### src/rtl/seglim_pkg.sv
// Package: shared constants for the segment limit query unit.
// Assumes descriptors arrive as 64-bit words with byte 0 in bits [7:0].
package seglim_pkg;

    typedef enum logic [1:0] {
        ST_IDLE = 2'd0,
        ST_REQ  = 2'd1,
        ST_WAIT = 2'd2
    } seglim_state_e;

    localparam logic [1:0] OPS_16 = 2'd0;
    localparam logic [1:0] OPS_32 = 2'd1;
    localparam logic [1:0] OPS_64 = 2'd2;

    localparam int DESC_W = 64;

    // Descriptor field positions
    localparam int F_LIM_LO  = 0;
    localparam int F_TYPE    = 40;
    localparam int F_SYSN    = 44;
    localparam int F_DPL     = 45;
    localparam int F_LIM_HI  = 48;
    localparam int F_GRAN    = 55;

    // Accepted system types, one bit per type code
    localparam logic [15:0] SYS_OK_LEGACY = 16'h0A0E; // 1,2,3,9,11
    localparam logic [15:0] SYS_OK_LONG   = 16'h0A05; // 0,2,9,11

endpackage

### src/rtl/seglim_sel_check.sv
// Module: selector pre-check.
// Decides from the selector alone whether a read is needed: flags a null
// selector, picks the table by the table-indicator bit, checks the 8-byte
// descriptor fits under the table limit, and forms the read address.
// Assumes TLIM_W <= 31.
module seglim_sel_check #(
    parameter int ADDR_W = 32,
    parameter int TLIM_W = 16
) (
    input  logic [15:0]       sel_i,
    input  logic [ADDR_W-1:0] gdt_base_i,
    input  logic [TLIM_W-1:0] gdt_limit_i,
    input  logic [ADDR_W-1:0] ldt_base_i,
    input  logic [TLIM_W-1:0] ldt_limit_i,
    output logic              null_o,
    output logic              fits_o,
    output logic [ADDR_W-1:0] addr_o
);
    localparam int CMP_W = 32;

    logic [15:0]       offset;
    logic [ADDR_W-1:0] base;
    logic [TLIM_W-1:0] tlim;
    logic [CMP_W-1:0]  last_byte;
    logic [CMP_W-1:0]  tlim_ext;

    // Table selection and byte offset of the descriptor
    always_comb begin
        offset    = {sel_i[15:3], 3'b000};
        base      = sel_i[2] ? ldt_base_i  : gdt_base_i;
        tlim      = sel_i[2] ? ldt_limit_i : gdt_limit_i;
        last_byte = CMP_W'(offset) + CMP_W'(7);
        tlim_ext  = CMP_W'(tlim);
    end

    // Null test, bound test and address
    always_comb begin
        null_o = (sel_i[15:2] == 14'd0);
        fits_o = (last_byte <= tlim_ext);
        addr_o = base + ADDR_W'(offset);
    end
endmodule

### src/rtl/seglim_type_check.sv
// Module: descriptor type and privilege qualifier.
// Accepts every code/data descriptor; for system descriptors uses the
// mode-dependent set of accepted types. Enforces CPL/RPL <= DPL except
// for conforming code.
module seglim_type_check
    import seglim_pkg::*;
(
    input  logic [3:0] type_i,
    input  logic       codedata_i,
    input  logic [1:0] dpl_i,
    input  logic [1:0] cpl_i,
    input  logic [1:0] rpl_i,
    input  logic       long_mode_i,
    output logic       allow_o
);
    logic [15:0] sys_mask;
    logic        type_ok;
    logic        conforming;
    logic        priv_ok;

    // Type legality
    always_comb begin
        sys_mask = long_mode_i ? SYS_OK_LONG : SYS_OK_LEGACY;
        type_ok  = codedata_i | sys_mask[type_i];
    end

    // Privilege visibility
    always_comb begin
        conforming = codedata_i & type_i[3] & type_i[2];
        priv_ok    = conforming | ((cpl_i <= dpl_i) & (rpl_i <= dpl_i));
        allow_o    = type_ok & priv_ok;
    end
endmodule

### src/rtl/seglim_limit_fmt.sv
// Module: limit expansion and sizing.
// Expands a 20-bit raw limit to a 32-bit byte limit by granularity,
// truncates to 16 bits for the small operand size, and zero-extends to
// OUT_W. Assumes OUT_W >= 32.
module seglim_limit_fmt
    import seglim_pkg::*;
#(
    parameter int OUT_W = 64
) (
    input  logic [19:0]      raw_i,
    input  logic             gran_i,
    input  logic [1:0]       opsize_i,
    output logic [OUT_W-1:0] limit_o
);
    logic [31:0] byte_lim;
    logic [31:0] sized;

    // Page-to-byte expansion and operand sizing
    always_comb begin
        byte_lim = gran_i ? {raw_i, 12'hFFF} : {12'h000, raw_i};
        sized    = (opsize_i == OPS_16) ? {16'h0000, byte_lim[15:0]} : byte_lim;
    end

    generate
        if (OUT_W > 32) begin : g_wide
            assign limit_o = {{(OUT_W-32){1'b0}}, sized};
        end else begin : g_narrow
            assign limit_o = sized[OUT_W-1:0];
        end
    endgenerate
endmodule

### src/rtl/seglim_query.sv
// Module: segment limit query unit (top).
// Accepts a query while idle, resolves selector-only failures at once,
// otherwise fetches the descriptor through a valid/ready read port and
// reports a one-cycle done with success flag and sized limit.
// Assumes one outstanding read and exactly one response per request.
module seglim_query
    import seglim_pkg::*;
#(
    parameter int ADDR_W   = 32,
    parameter int TLIM_W   = 16,
    parameter int SEL_IN_W = 32,
    parameter int OUT_W    = 64
) (
    input  logic                clk,
    input  logic                rst_n,
    input  logic                start_i,
    input  logic [SEL_IN_W-1:0] sel_i,
    input  logic [1:0]          cpl_i,
    input  logic [1:0]          opsize_i,
    input  logic                long_mode_i,
    input  logic [ADDR_W-1:0]   gdt_base_i,
    input  logic [TLIM_W-1:0]   gdt_limit_i,
    input  logic [ADDR_W-1:0]   ldt_base_i,
    input  logic [TLIM_W-1:0]   ldt_limit_i,
    output logic                mem_req_valid_o,
    input  logic                mem_req_ready_i,
    output logic [ADDR_W-1:0]   mem_addr_o,
    input  logic                mem_rsp_valid_i,
    input  logic [DESC_W-1:0]   mem_rsp_data_i,
    output logic                busy_o,
    output logic                done_o,
    output logic                ok_o,
    output logic [OUT_W-1:0]    limit_o
);
    seglim_state_e     state_q;
    logic [ADDR_W-1:0] addr_q;
    logic [1:0]        cpl_q;
    logic [1:0]        rpl_q;
    logic [1:0]        ops_q;
    logic              lm_q;
    logic              done_q;
    logic              ok_q;
    logic [OUT_W-1:0]  lim_q;

    logic [15:0]       sel16;
    logic              sel_null;
    logic              sel_fits;
    logic [ADDR_W-1:0] sel_addr;
    logic              allow;
    logic [OUT_W-1:0]  fmt_limit;
    logic              sig_unused;

    assign sel16      = sel_i[15:0];
    assign sig_unused = ^{sel_i[SEL_IN_W-1:16], mem_rsp_data_i[39:16],
                          mem_rsp_data_i[47], mem_rsp_data_i[54:52],
                          mem_rsp_data_i[63:56]};

    seglim_sel_check #(
        .ADDR_W (ADDR_W),
        .TLIM_W (TLIM_W)
    ) u_sel (
        .sel_i       (sel16),
        .gdt_base_i  (gdt_base_i),
        .gdt_limit_i (gdt_limit_i),
        .ldt_base_i  (ldt_base_i),
        .ldt_limit_i (ldt_limit_i),
        .null_o      (sel_null),
        .fits_o      (sel_fits),
        .addr_o      (sel_addr)
    );

    seglim_type_check u_type (
        .type_i      (mem_rsp_data_i[F_TYPE +: 4]),
        .codedata_i  (mem_rsp_data_i[F_SYSN]),
        .dpl_i       (mem_rsp_data_i[F_DPL +: 2]),
        .cpl_i       (cpl_q),
        .rpl_i       (rpl_q),
        .long_mode_i (lm_q),
        .allow_o     (allow)
    );

    seglim_limit_fmt #(
        .OUT_W (OUT_W)
    ) u_fmt (
        .raw_i    ({mem_rsp_data_i[F_LIM_HI +: 4], mem_rsp_data_i[F_LIM_LO +: 16]}),
        .gran_i   (mem_rsp_data_i[F_GRAN]),
        .opsize_i (ops_q),
        .limit_o  (fmt_limit)
    );

    // Query sequencing: accept, request, await response, report
    always_ff @(posedge clk) begin
        if (!rst_n) begin
            state_q <= ST_IDLE;
            addr_q  <= '0;
            cpl_q   <= '0;
            rpl_q   <= '0;
            ops_q   <= OPS_32;
            lm_q    <= 1'b0;
            done_q  <= 1'b0;
            ok_q    <= 1'b0;
            lim_q   <= '0;
        end else begin
            done_q <= 1'b0;
            case (state_q)
                ST_IDLE: begin
                    if (start_i) begin
                        if (sel_null || !sel_fits) begin
                            done_q <= 1'b1;
                            ok_q   <= 1'b0;
                            lim_q  <= '0;
                        end else begin
                            state_q <= ST_REQ;
                            addr_q  <= sel_addr;
                            cpl_q   <= cpl_i;
                            rpl_q   <= sel16[1:0];
                            ops_q   <= opsize_i;
                            lm_q    <= long_mode_i;
                        end
                    end
                end
                ST_REQ: begin
                    if (mem_req_ready_i) begin
                        state_q <= ST_WAIT;
                    end
                end
                ST_WAIT: begin
                    if (mem_rsp_valid_i) begin
                        state_q <= ST_IDLE;
                        done_q  <= 1'b1;
                        ok_q    <= allow;
                        lim_q   <= allow ? fmt_limit : '0;
                    end
                end
                default: state_q <= ST_IDLE;
            endcase
        end
    end

    // Output drive
    always_comb begin
        mem_req_valid_o = (state_q == ST_REQ);
        mem_addr_o      = addr_q;
        busy_o          = (state_q != ST_IDLE);
        done_o          = done_q;
        ok_o            = ok_q;
        limit_o         = lim_q;
    end
endmodule

### config.mk
export PLATFORM = sky130hd
export DESIGN_NAME = seglim_query
export DESIGN_NICKNAME = d
export VERILOG_FILES = /design/src/rtl/seglim_pkg.sv /design/src/rtl/seglim_sel_check.sv /design/src/rtl/seglim_type_check.sv /design/src/rtl/seglim_limit_fmt.sv /design/src/rtl/seglim_query.sv
export SDC_FILE = /design/constraint.sdc
export NUM_CORES = 1
export LEC_CHECK = 0
export CELL_PAD_IN_SITES_DETAIL_PLACEMENT = 1
export CELL_PAD_IN_SITES_GLOBAL_PLACEMENT = 2
export CORE_UTILIZATION = 37
export CTS_BUF_LIST = sky130_fd_sc_hd__clkbuf_16
export DETAILED_ROUTE_END_ITERATION = 8
export DONT_BUFFER_PORTS = 1
export PLACE_DENSITY = 0.95
export SETUP_SLACK_MARGIN = 0.2
export SYNTH_ARGS = -nofsm -noshare
export SYNTH_HDL_FRONTEND = slang
export SYNTH_SLANG_ARGS = --single-unit
### constraint.sdc
create_clock -name clk -period 13 [get_ports clk]
set_input_delay 2.6 -clock clk [delete_from_list [all_inputs] [get_ports clk]]
set_output_delay 2.6 -clock clk [all_outputs]
set_load 0.01 [all_outputs]
==> impl_metrics.toml, run 1 <==
[clock_network]
cts_made_buffers = 9
clkSinkCount = 75
htreeDepth = 3
cts_repair_resize_count = 0
clk_root_buffer_cell = "sky130_fd_sc_hd__clkbuf_16"
clk_latency_ns = 0.34
cts_post_setup_buffers_inserted = 0
clock_tree.buffer_depth = 2
tritoncts_clock_tree = "done"
post_cts_hold_buffer_count = 0
clk_transition_reported_paths_ns = 0.06

[timing]
timing.max_slew.rel_slack_pct = 20.2
grt_setup_unrepaired = "no"
finalHoldViolCount = 0
period_share_pct = 40.4
worst_pin_slew_ns = 1.19
final_max_slew_viol_count = 0
timing.final.crit_period_ns = 5.25
setup_slack_ns = 7.75
worst_clock_skew_ns = 0.00656
setup_tns_ns = 0
hold-worst-slack_ns = 0.479
clock.fmax_mhz = 191
setup_viol = 0

[setup_path]
timing_worst_setup_path_type = "input port to flop"
critPathMaxStageDelay_ns = 0.96
r2r_setup_slack_ns = 10.40
critical_path.slowest_cell = "sky130_fd_sc_hd__o21ai_1"
critPathMostFrequentCell = "sky130_fd_sc_hd__a21o_1"
critical_path.top_delay_family = "compound AO/OA/AOI/OAI gates"
worst-endpoint-required_ns = 13.28
crit_path_start_kind = "input port"
critical_path.endpoint_type = "flop"
crit_fanout = 72
crit_buf_inv = 1
path_cells = "mux2i_1, ha_1, a21o_1, a21o_1, a21o_1, o31a_1, buf_4, o21ai_1, a32o_1"
cp.arrival_ns = 5.52

[placed_design]
port_buffer_count = 0
detailed_place.area_sq_um = 5320
final_estimated_routing_congestion_in_global_placement = 0.854
post-place-cells = 782
dp_hpwl_um = 12800
post-place-ws_ns = 7.51

[layout]
area_delta_synth_final_pct = 5.55
multi_input_area_sq_um = 3480
seqCellArea_sq_um = 1500
finish.cell_count_without_fillers = 798
finalInstanceArea_sq_um = 5640
final_nets = 847
fill_cells = 1690
fraction_of_final_layout_cells_sized_beyond_drive_strength_1_pct = 10.0
antenna_cells_inserted = 0

[detailed_routing]
wl_um = 16800
vias_per_cell = 6.02
drt_pre_antenna_iters = 4
drt.antenna.violating_nets = 0
route.detailed.wl_per_inst_um = 21.0
post-route-drc-count = 0
initialDrtViolationCount = 257
detailroute.via_count = 4801

[power_and_ir_drop]
switchingPower_uw = 209
p_sw_share_pct = 30.9
power_frac_clock_pct = 40.0
worst_ir_drop_vdd_mv = 0.0569
power.internal_uw = 466
pwr-share-comb_pct = 21.7
power.density_cell_area_nw_per_um2 = 120
power.share.sequential_pct = 38.4
total_leakage_power_uw = 0.00216

[logic_synthesis]
top_area_cells_in_the_synthesized_netlist = "sky130_fd_sc_hd__dfxtp_1, sky130_fd_sc_hd__ha_1, sky130_fd_sc_hd__mux2i_1"
async_s_r_ff_share_synth_pct = 0
postSynth.topFlopCell = "sky130_fd_sc_hd__dfxtp_1"
synthMostInstantiatedCell = "sky130_fd_sc_hd__dfxtp_1"
synth_area_leader_cell = "sky130_fd_sc_hd__dfxtp_1"
synth_seq_cells = 75
seq_area_frac_synth_pct = 28.1
synth_top_area_share_pct = 28.1
mappedNetlistArea_sq_um = 5340
yosysUniqueCellTypes = 60
count_of_flip_flops_with_a_built_in_enable_after_synthesis = 0
post_synth_most_frequent_cells = "sky130_fd_sc_hd__dfxtp_1, sky130_fd_sc_hd__a21oi_1, sky130_fd_sc_hd__o21ai_0"
yosysWarningCount = 0
synthesis.instances = 638
syn_area_per_cell_sq_um = 8.37

[floorplan]
floorplan.die_area_sq_um = 14900
pin_count = 302
fp.coreArea_sq_um = 14000
placementRows = 43
die-height_um = 122
die_width_um = 122
initial_core_util_pct = 38.2

[grt]
grt_antenna_before_repair = 0
grt_max_degree = 73
grt_util_all_layers_pct = 22.2
grt_pass1_vias = 4817
globalRouteOverflowTotal = 0
grt_first_pass_wirelength_um = 25500

[worst_hold_path]
timing.hold.worst.class = "flop to flop"

[job]
max_cap_violation_count = 0

[run_status]
run_status = "complete, no violations"
final cells by class:
class	instances	share of cell area (%)
sequential	75	26.6
tap	180	4.00
clock inverter	7	1.64
multi-input combinational	505	61.8
clock buffer	9	4.00
inverter	15	0.999
timing repair buffer	7	0.933
power by group through the flow:
stage,registers (uW),logic [uW],clock network [uW]
final,259,146,270
after global placement,264,140,0
after CTS,259,146,275
after global routing,261,163,284
after floorplan,259,127,0
after detailed placement,264,145,0
final timing paths:
| check | startpoint | to | cells after the start |
|---|---|---|---|
| max | sel_i[2] | limit_o[26] | 9 |
| min | rpl_q[0] | rpl_q[0] | 2 |
| max reg2reg | lm_q | limit_o[26] | 7 |
| min reg2reg | rpl_q[0] | rpl_q[0] | 2 |
per-layer routing:
metal	wire [um]	track usage, %	up-vias
met3	1220	6.51	17
met5	0	0	-
met1	7010	26.4	2334
li1	-	-	2286
met4	241	7.09	0
met2	8310	38.0	164
worst min-delay path: stages (launching register included):
cell	delay, ns
sky130_fd_sc_hd__dfxtp_1	0.30
sky130_fd_sc_hd__o21ai_0	0.07
sky130_fd_sc_hd__a21oi_1	0.06
sequential cells by signal, summed over array words and instances, names as in the netlist:
register    count
cpl_q           2
done_o          1
limit_o        32
lm_q            1
mem_addr_o     32
ok_o            1
ops_q           2
rpl_q           2
state_q         2
through the flow:
stage	power, uW	util, %
6_report	675	40.3
5_1_grt	707	40.3
4_1_cts	681	40.3
3_5_place_dp	410	38.0
3_3_place_gp	403	38.0
2_1_floorplan	385	-
placed cells by master (no fill, tap or decap), drive strengths merged, types with 3 or more instances in the layout:
cell type	count
a2111oi	6
a211oi	9
a21o	7
a21oi	61
a22oi	3
a31o	4
a31oi	7
a32o	13
buf	7
clkbuf	9
conb	32
dfxtp	75
ha	31
inv	17
mux2	18
mux2i	34
nand2	39
nand3	39
nand3b	7
nand4	8
nor2	16
nor2b	8
nor3	4
nor4	4
o2111ai	16
o211ai	3
o21a	4
o21ai	51
o22ai	15
or2	14
xnor2	9
xor2	14
kinds of logic after synthesis:
family,Yosys count,share of synthesized area (%)
other cells,1,0.0702
xor+xnor,23,3.77
compound gates,215,26.4
flops,75,28.1
mux,52,10.2
fa+ha+maj,32,7.64
simple gates,151,14.7
buf+inv,89,9.05
No activity file was read; power rests on OpenSTA's default activity.
==> run 2, diff against run 1 <==
- CORE_UTILIZATION: 37 -> 34
- PLACE_DENSITY: 0.95 -> 0.91
- clock period: 13 -> 5.4 ns (I/O delays scaled with it)
==> run 2 against run 1 <==
Die area up 8.7%; setup slack worse by 5.9 ns; critical endpoint is now mem_addr_o[30]; first-iteration DRC count down 1.6%.
==> impl_metrics.toml, run 2 (synthesis results as in run 1) <==
[floorplan]
die_width_um = 127
floorplan.die_area_sq_um = 16200
pin_count = 302
placementRows = 45
initial_core_util_pct = 35.0
die-height_um = 127
fp.coreArea_sq_um = 15300

[worst_hold_path]
timing.hold.worst.class = "flop to flop"

[job]
max_cap_violation_count = 0

[timing]
timing.max_slew.rel_slack_pct = 23.4
period_share_pct = 65.8
grt_setup_unrepaired = "no"
finalHoldViolCount = 0
timing.final.crit_period_ns = 3.55
worst_clock_skew_ns = 0.00633
final_max_slew_viol_count = 0
setup_viol = 0
setup_tns_ns = 0
clock.fmax_mhz = 281
worst_pin_slew_ns = 1.14

[clock_network]
clkSinkCount = 75
clk_latency_ns = 0.34
clock_tree.buffer_depth = 2
clk_transition_reported_paths_ns = 0.05
cts_post_setup_buffers_inserted = 0
cts_repair_resize_count = 0
cts_made_buffers = 9
tritoncts_clock_tree = "done"
post_cts_hold_buffer_count = 0
clk_root_buffer_cell = "sky130_fd_sc_hd__clkbuf_16"
htreeDepth = 3

[grt]
grt_pass1_vias = 5017
groute.layer.met3.usage_pct = 6.62
grt_util_met1_pct = 24.3
globalRouteOverflowTotal = 0
grt_util_all_layers_pct = 20.9
busiest_layer = "met2"
grt_antenna_before_repair = 0
grt_max_degree = 73
grt_first_pass_wirelength_um = 26500
grt_use_met2_pct = 36.8

[setup_path]
timing_worst_setup_path_type = "input port to flop"
worst-endpoint-required_ns = 5.59
critical_path.endpoint_type = "flop"
cp.arrival_ns = 3.75
crit_path_start_kind = "input port"
crit_fanout = 72

[detailed_routing]
route.detailed.wl_per_inst_um = 20.7
vias_per_cell = 5.84
post-route-drc-count = 0
drt_pre_antenna_iters = 4
drt.antenna.violating_nets = 0
wl_um = 17100
initialDrtViolationCount = 253
detailroute.via_count = 4835

[layout]
most-common-layout-cells = "sky130_fd_sc_hd__dfxtp_1, sky130_fd_sc_hd__a21oi_1, sky130_fd_sc_hd__o21ai_0, sky130_fd_sc_hd__nand2_1, sky130_fd_sc_hd__nand3_1"
area_delta_synth_final_pct = 5.65
fill_cells = 1816
fraction_of_final_layout_cells_sized_beyond_drive_strength_1_pct = 9.89
layout_commonest_cell = "sky130_fd_sc_hd__dfxtp_1"
finalInstanceArea_sq_um = 5640
final_nets = 847
finish.cell_count_without_fillers = 828
antenna_cells_inserted = 0

[power_and_ir_drop]
power.density_cell_area_nw_per_um2 = 276
worst_ir_drop_vdd_mv = 0.133
total_leakage_power_uw = 0.00215

[placed_design]
final_estimated_routing_congestion_in_global_placement = 0.846
post-place-cells = 813
detailed_place.area_sq_um = 5360
dp_hpwl_um = 13200
port_buffer_count = 0

[run_status]
run_status = "complete, no violations"
[run 2: cell types whose count changed in the layout (fill, tap and decap cells not counted), sizes merged]
cell / previous run / this run
bufinv: 2 / 1
clkinv: 2 / 3
inv: 17 / 16
[run 2: final cells by class]
class                      count  area, sq um  area share [%]
inverter                      15         56.3           0.998
timing repair buffer           7         52.6           0.932
clock inverter                 6         58.8            1.04
tap                          211          264            4.68
sequential                    75         1500            26.6
clock buffer                   9          225            3.99
multi-input combinational    505         3480            61.7
[run 2: worst paths after layout]
path | from | end | slack (ns) | depth (start not counted)
max | sel_i[2] | mem_addr_o[30] | 1.85 | 8
min | rpl_q[0] | rpl_q[0] | 0.48 | 2
max reg2reg | cpl_q[1] | limit_o[24] | 2.79 | 7
min reg2reg | rpl_q[0] | rpl_q[0] | 0.48 | 2
[run 2: power by group]
group          internal, uW  switching [uW]
Combinational           134             219
Sequential              585            38.4
Clock                   352             228
[run 2: per-stage QoR]
step                total power [uW]  setup slack [ns]  hold slack, ns  utilization (%)
CTS                             1580              1.84           0.485             37.0
floorplan                        928             0.976           0.450                -
global placement                 972              1.69           0.461             35.1
detailed placement               989              1.50           0.477             35.1
global route                    1650              1.65           0.524             37.0
finish                          1560              1.85           0.482             37.0
[run 2: routing by layer]
layer	up-vias	share of wire, %	wire length, um
met3	21	7.3	1240
met5	-	0	0
met4	0	1.7	290
li1	2284	-	-
met1	2354	42	7130
met2	176	49	8450
[run 2: critical path, stage by stage]
cell and delay (ns):
sky130_fd_sc_hd__mux2_2 0.34, sky130_fd_sc_hd__ha_1 0.38, sky130_fd_sc_hd__o21ai_0 0.16, sky130_fd_sc_hd__o21ai_1 0.37, sky130_fd_sc_hd__nand3_1 0.41, sky130_fd_sc_hd__a2111oi_0 0.67, sky130_fd_sc_hd__xor2_1 0.22, sky130_fd_sc_hd__o22ai_1 0.09
==> run 3, diff against run 2 <==
- ABC_AREA: default -> 1
- CORE_UTILIZATION: 34 -> 28
- PLACE_DENSITY: 0.91 -> 0.89
- clock period: 5.4 -> 3.1 ns (I/O delays scaled with it)
==> run 3 against run 2 <==
Final cell count is 64% higher; design area is 17% higher; largest cell class unchanged; clock skew is 0.00096 ns higher; first-iteration DRC count is 44% lower; count of clock-buffer cells in the layout stayed put; register-to-register slack worse by 1.8 ns; highest routed layer unchanged; sequential share of layout area is 3.9 points lower; die area is 41% higher; global-route usage is 4.2 points lower; sequential power is 99% higher; total power is 100% higher; via count is 28% higher.
==> impl_metrics.toml, run 3 <==
[detailed_routing]
wl_um = 18900
route.detailed.wl_per_inst_um = 13.9
drt.antenna.violating_nets = 0
detailroute.via_count = 6193
drt_pre_antenna_iters = 4
post-route-drc-count = 0
vias_per_cell = 4.57
initialDrtViolationCount = 142

[timing]
period_share_pct = 77.9
setup_slack_ns = 0.687
finalHoldViolCount = 0
setup_viol = 0
worst_pin_slew_ns = 0.527
worst_clock_skew_ns = 0.00729
final_max_slew_viol_count = 0
timing.final.crit_period_ns = 2.41
setup_tns_ns = 0
timing.max_slew.rel_slack_pct = 64.8
grt_setup_unrepaired = "no"
clock.fmax_mhz = 414

[grt]
grt_max_degree = 75
grt_pass1_vias = 5931
grt_antenna_before_repair = 0
grt_util_all_layers_pct = 16.7
grt_first_pass_wirelength_um = 29700
globalRouteOverflowTotal = 0

[layout]
antenna_cells_inserted = 0
seqCellArea_sq_um = 1500
fraction_of_final_layout_cells_sized_beyond_drive_strength_1_pct = 4.93
multi_input_area_sq_um = 3930
area_delta_synth_final_pct = 6.27
finish.cell_count_without_fillers = 1356
fill_cells = 2965
layout_commonest_cell = "sky130_fd_sc_hd__nand2_1"
most-common-layout-cells = "sky130_fd_sc_hd__nand2_1, sky130_fd_sc_hd__nor2_1, sky130_fd_sc_hd__inv_1, sky130_fd_sc_hd__nand3_1, sky130_fd_sc_hd__dfxtp_1"
postLayoutCoreUtil_pct = 30.3
final_nets = 1306

[worst_hold_path]
whs_path_depth = 2
timing.hold.worst.class = "input port to flop"

[logic_synthesis]
seq_area_frac_synth_pct = 24.1
syn_area_per_cell_sq_um = 5.70
top_area_cells_in_the_synthesized_netlist = "sky130_fd_sc_hd__nand2_1, sky130_fd_sc_hd__dfxtp_1, sky130_fd_sc_hd__nor2_1"
async_s_r_ff_share_synth_pct = 0
synthesis.instances = 1094
yosysWarningCount = 0
count_of_flip_flops_with_a_built_in_enable_after_synthesis = 0
mappedNetlistArea_sq_um = 6230
synth_seq_cells = 75
post_synth_most_frequent_cells = "sky130_fd_sc_hd__nand2_1, sky130_fd_sc_hd__nor2_1, sky130_fd_sc_hd__inv_1"
synthMostInstantiatedCell = "sky130_fd_sc_hd__nand2_1"
postSynth.topFlopCell = "sky130_fd_sc_hd__dfxtp_1"
yosysUniqueCellTypes = 31
synth_area_leader_cell = "sky130_fd_sc_hd__nand2_1"
synth_top_area_share_pct = 24.6

[setup_path]
cp.arrival_ns = 2.65
path_cells = "inv_2, buf_4, nand2_1, nand2_1, ha_1, nand2_1, nor2_1, inv_1, nor3_1, nand3_1, nand3_1, nand2_1, nor2_1, nor2_1"
critPathMaxStageDelay_ns = 0.39
worst-endpoint-required_ns = 3.34
crit_fanout = 48
critPathMostFrequentCell = "sky130_fd_sc_hd__nand2_1"
timing_worst_setup_path_type = "input port to flop"
worst-r2r-cell-count = 10
crit_path_start_kind = "input port"
critical_path.slowest_cell = "sky130_fd_sc_hd__nor3_1"
critical_path.endpoint_type = "flop"

[power_and_ir_drop]
worst_ir_drop_vdd_mv = 0.256
power.internal_uw = 2010
total_leakage_power_uw = 0.00357
switchingPower_uw = 1160
p_sw_share_pct = 36.7
power.density_cell_area_nw_per_um2 = 480
pwr-share-comb_pct = 28.5
power_frac_clock_pct = 32.6
power.share.sequential_pct = 38.9

[clock_network]
post_cts_hold_buffer_count = 0
tritoncts_clock_tree = "done"
cts_post_setup_buffers_inserted = 0
clk_root_buffer_cell = "sky130_fd_sc_hd__clkbuf_16"
htreeDepth = 3
clk_latency_ns = 0.34
cts_made_buffers = 9
clkSinkCount = 75
cts_repair_resize_count = 0
clock_tree.buffer_depth = 2
clk_transition_reported_paths_ns = 0.06

[floorplan]
die-height_um = 151
placementRows = 54
floorplan.die_area_sq_um = 22900
pin_count = 302
die_width_um = 151
initial_core_util_pct = 28.6
fp.coreArea_sq_um = 21800

[placed_design]
final_estimated_routing_congestion_in_global_placement = 0.840
post-place-ws_ns = 0.374
dp_hpwl_um = 15100
post-place-cells = 1341
port_buffer_count = 0

[run_status]
run_status = "complete, no violations"

[job]
max_cap_violation_count = 0
-- run 3: cell count changes after synthesis, sizes merged, moves of 13 or more --
cell     before  now
nand2        39  417
nor2         16  196
inv          15  123
a21oi        61   16
nand3        39   81
o21ai        51   14
mux2i        34   12
mux2         18    0
o2111ai      16    0
o22ai        15    0
a32o         13    0
-- run 3: power groups by stage --
stage	Clock, uW	Combinational, uW	Sequential, uW
global route	1120	1060	1260
floorplan	0	778	1220
finish	1030	906	1240
global placement	0	895	1260
CTS	1070	924	1240
detailed placement	0	916	1260
-- run 3: final cells by class --
| type | count | share of cell area [%] |
|---|---|---|
| Timing Repair Buffer | 9 | 1.40 |
| Inverter | 124 | 7.03 |
| Clock buffer | 9 | 3.40 |
| Tap cell | 280 | 5.29 |
| Sequential cell | 75 | 22.7 |
| Multi-Input combinational cell | 853 | 59.3 |
| Clock inverter | 6 | 0.869 |
-- run 3: cells by family (layout without fill, tap and decap cells) --
family	after synthesis	in the layout	share of synthesized area, %
adders and majority gates	32	32	6.55
AOI/OAI and AO/OA	33	33	2.77
xor gates and xnor gates	13	13	1.83
and+or+nand+nor	731	731	47.9
buffers and inverters	197	148	14.9
DFF	75	75	24.1
other	1	32	0.0602
muxes	12	12	1.93
-- run 3: layer usage --
metal  vias up  wire [um]  track usage [%]
li1       3219          -                -
met1      2790       8290             19.8
met2       168       8930             29.0
met3        16       1420             4.85
met4         0        250             4.60
met5         -          0                0
-- run 3: critical path, delay by kind of cell --
family	cells	cell delay [ns]
adder cells (fa/ha/maj)	1	0.37
buffers and inverters	3	0.31
AND/OR/NAND/NOR	10	1.31
-- run 3: through the flow --
| step | total power (uW) | cell area (sq um) | hold slack [ns] |
|---|---|---|---|
| detailed placement | 2180 | 6340 | 0.472 |
| global placement | 2160 | 6340 | 0.455 |
| global route | 3430 | 6620 | 0.396 |
| floorplan | 2000 | 6350 | 0.443 |
| finish | 3180 | 6620 | 0.407 |
| CTS | 3240 | 6620 | 0.384 |
-- run 3: final timing paths --
path	start	endpoint	slack, ns
max	sel_i[2]	mem_addr_o[27]	0.69
max reg2reg	state_q[1]	limit_o[29]	1.04
min	opsize_i[0]	ops_q[0]	0.41
min reg2reg	ops_q[0]	ops_q[0]	0.48
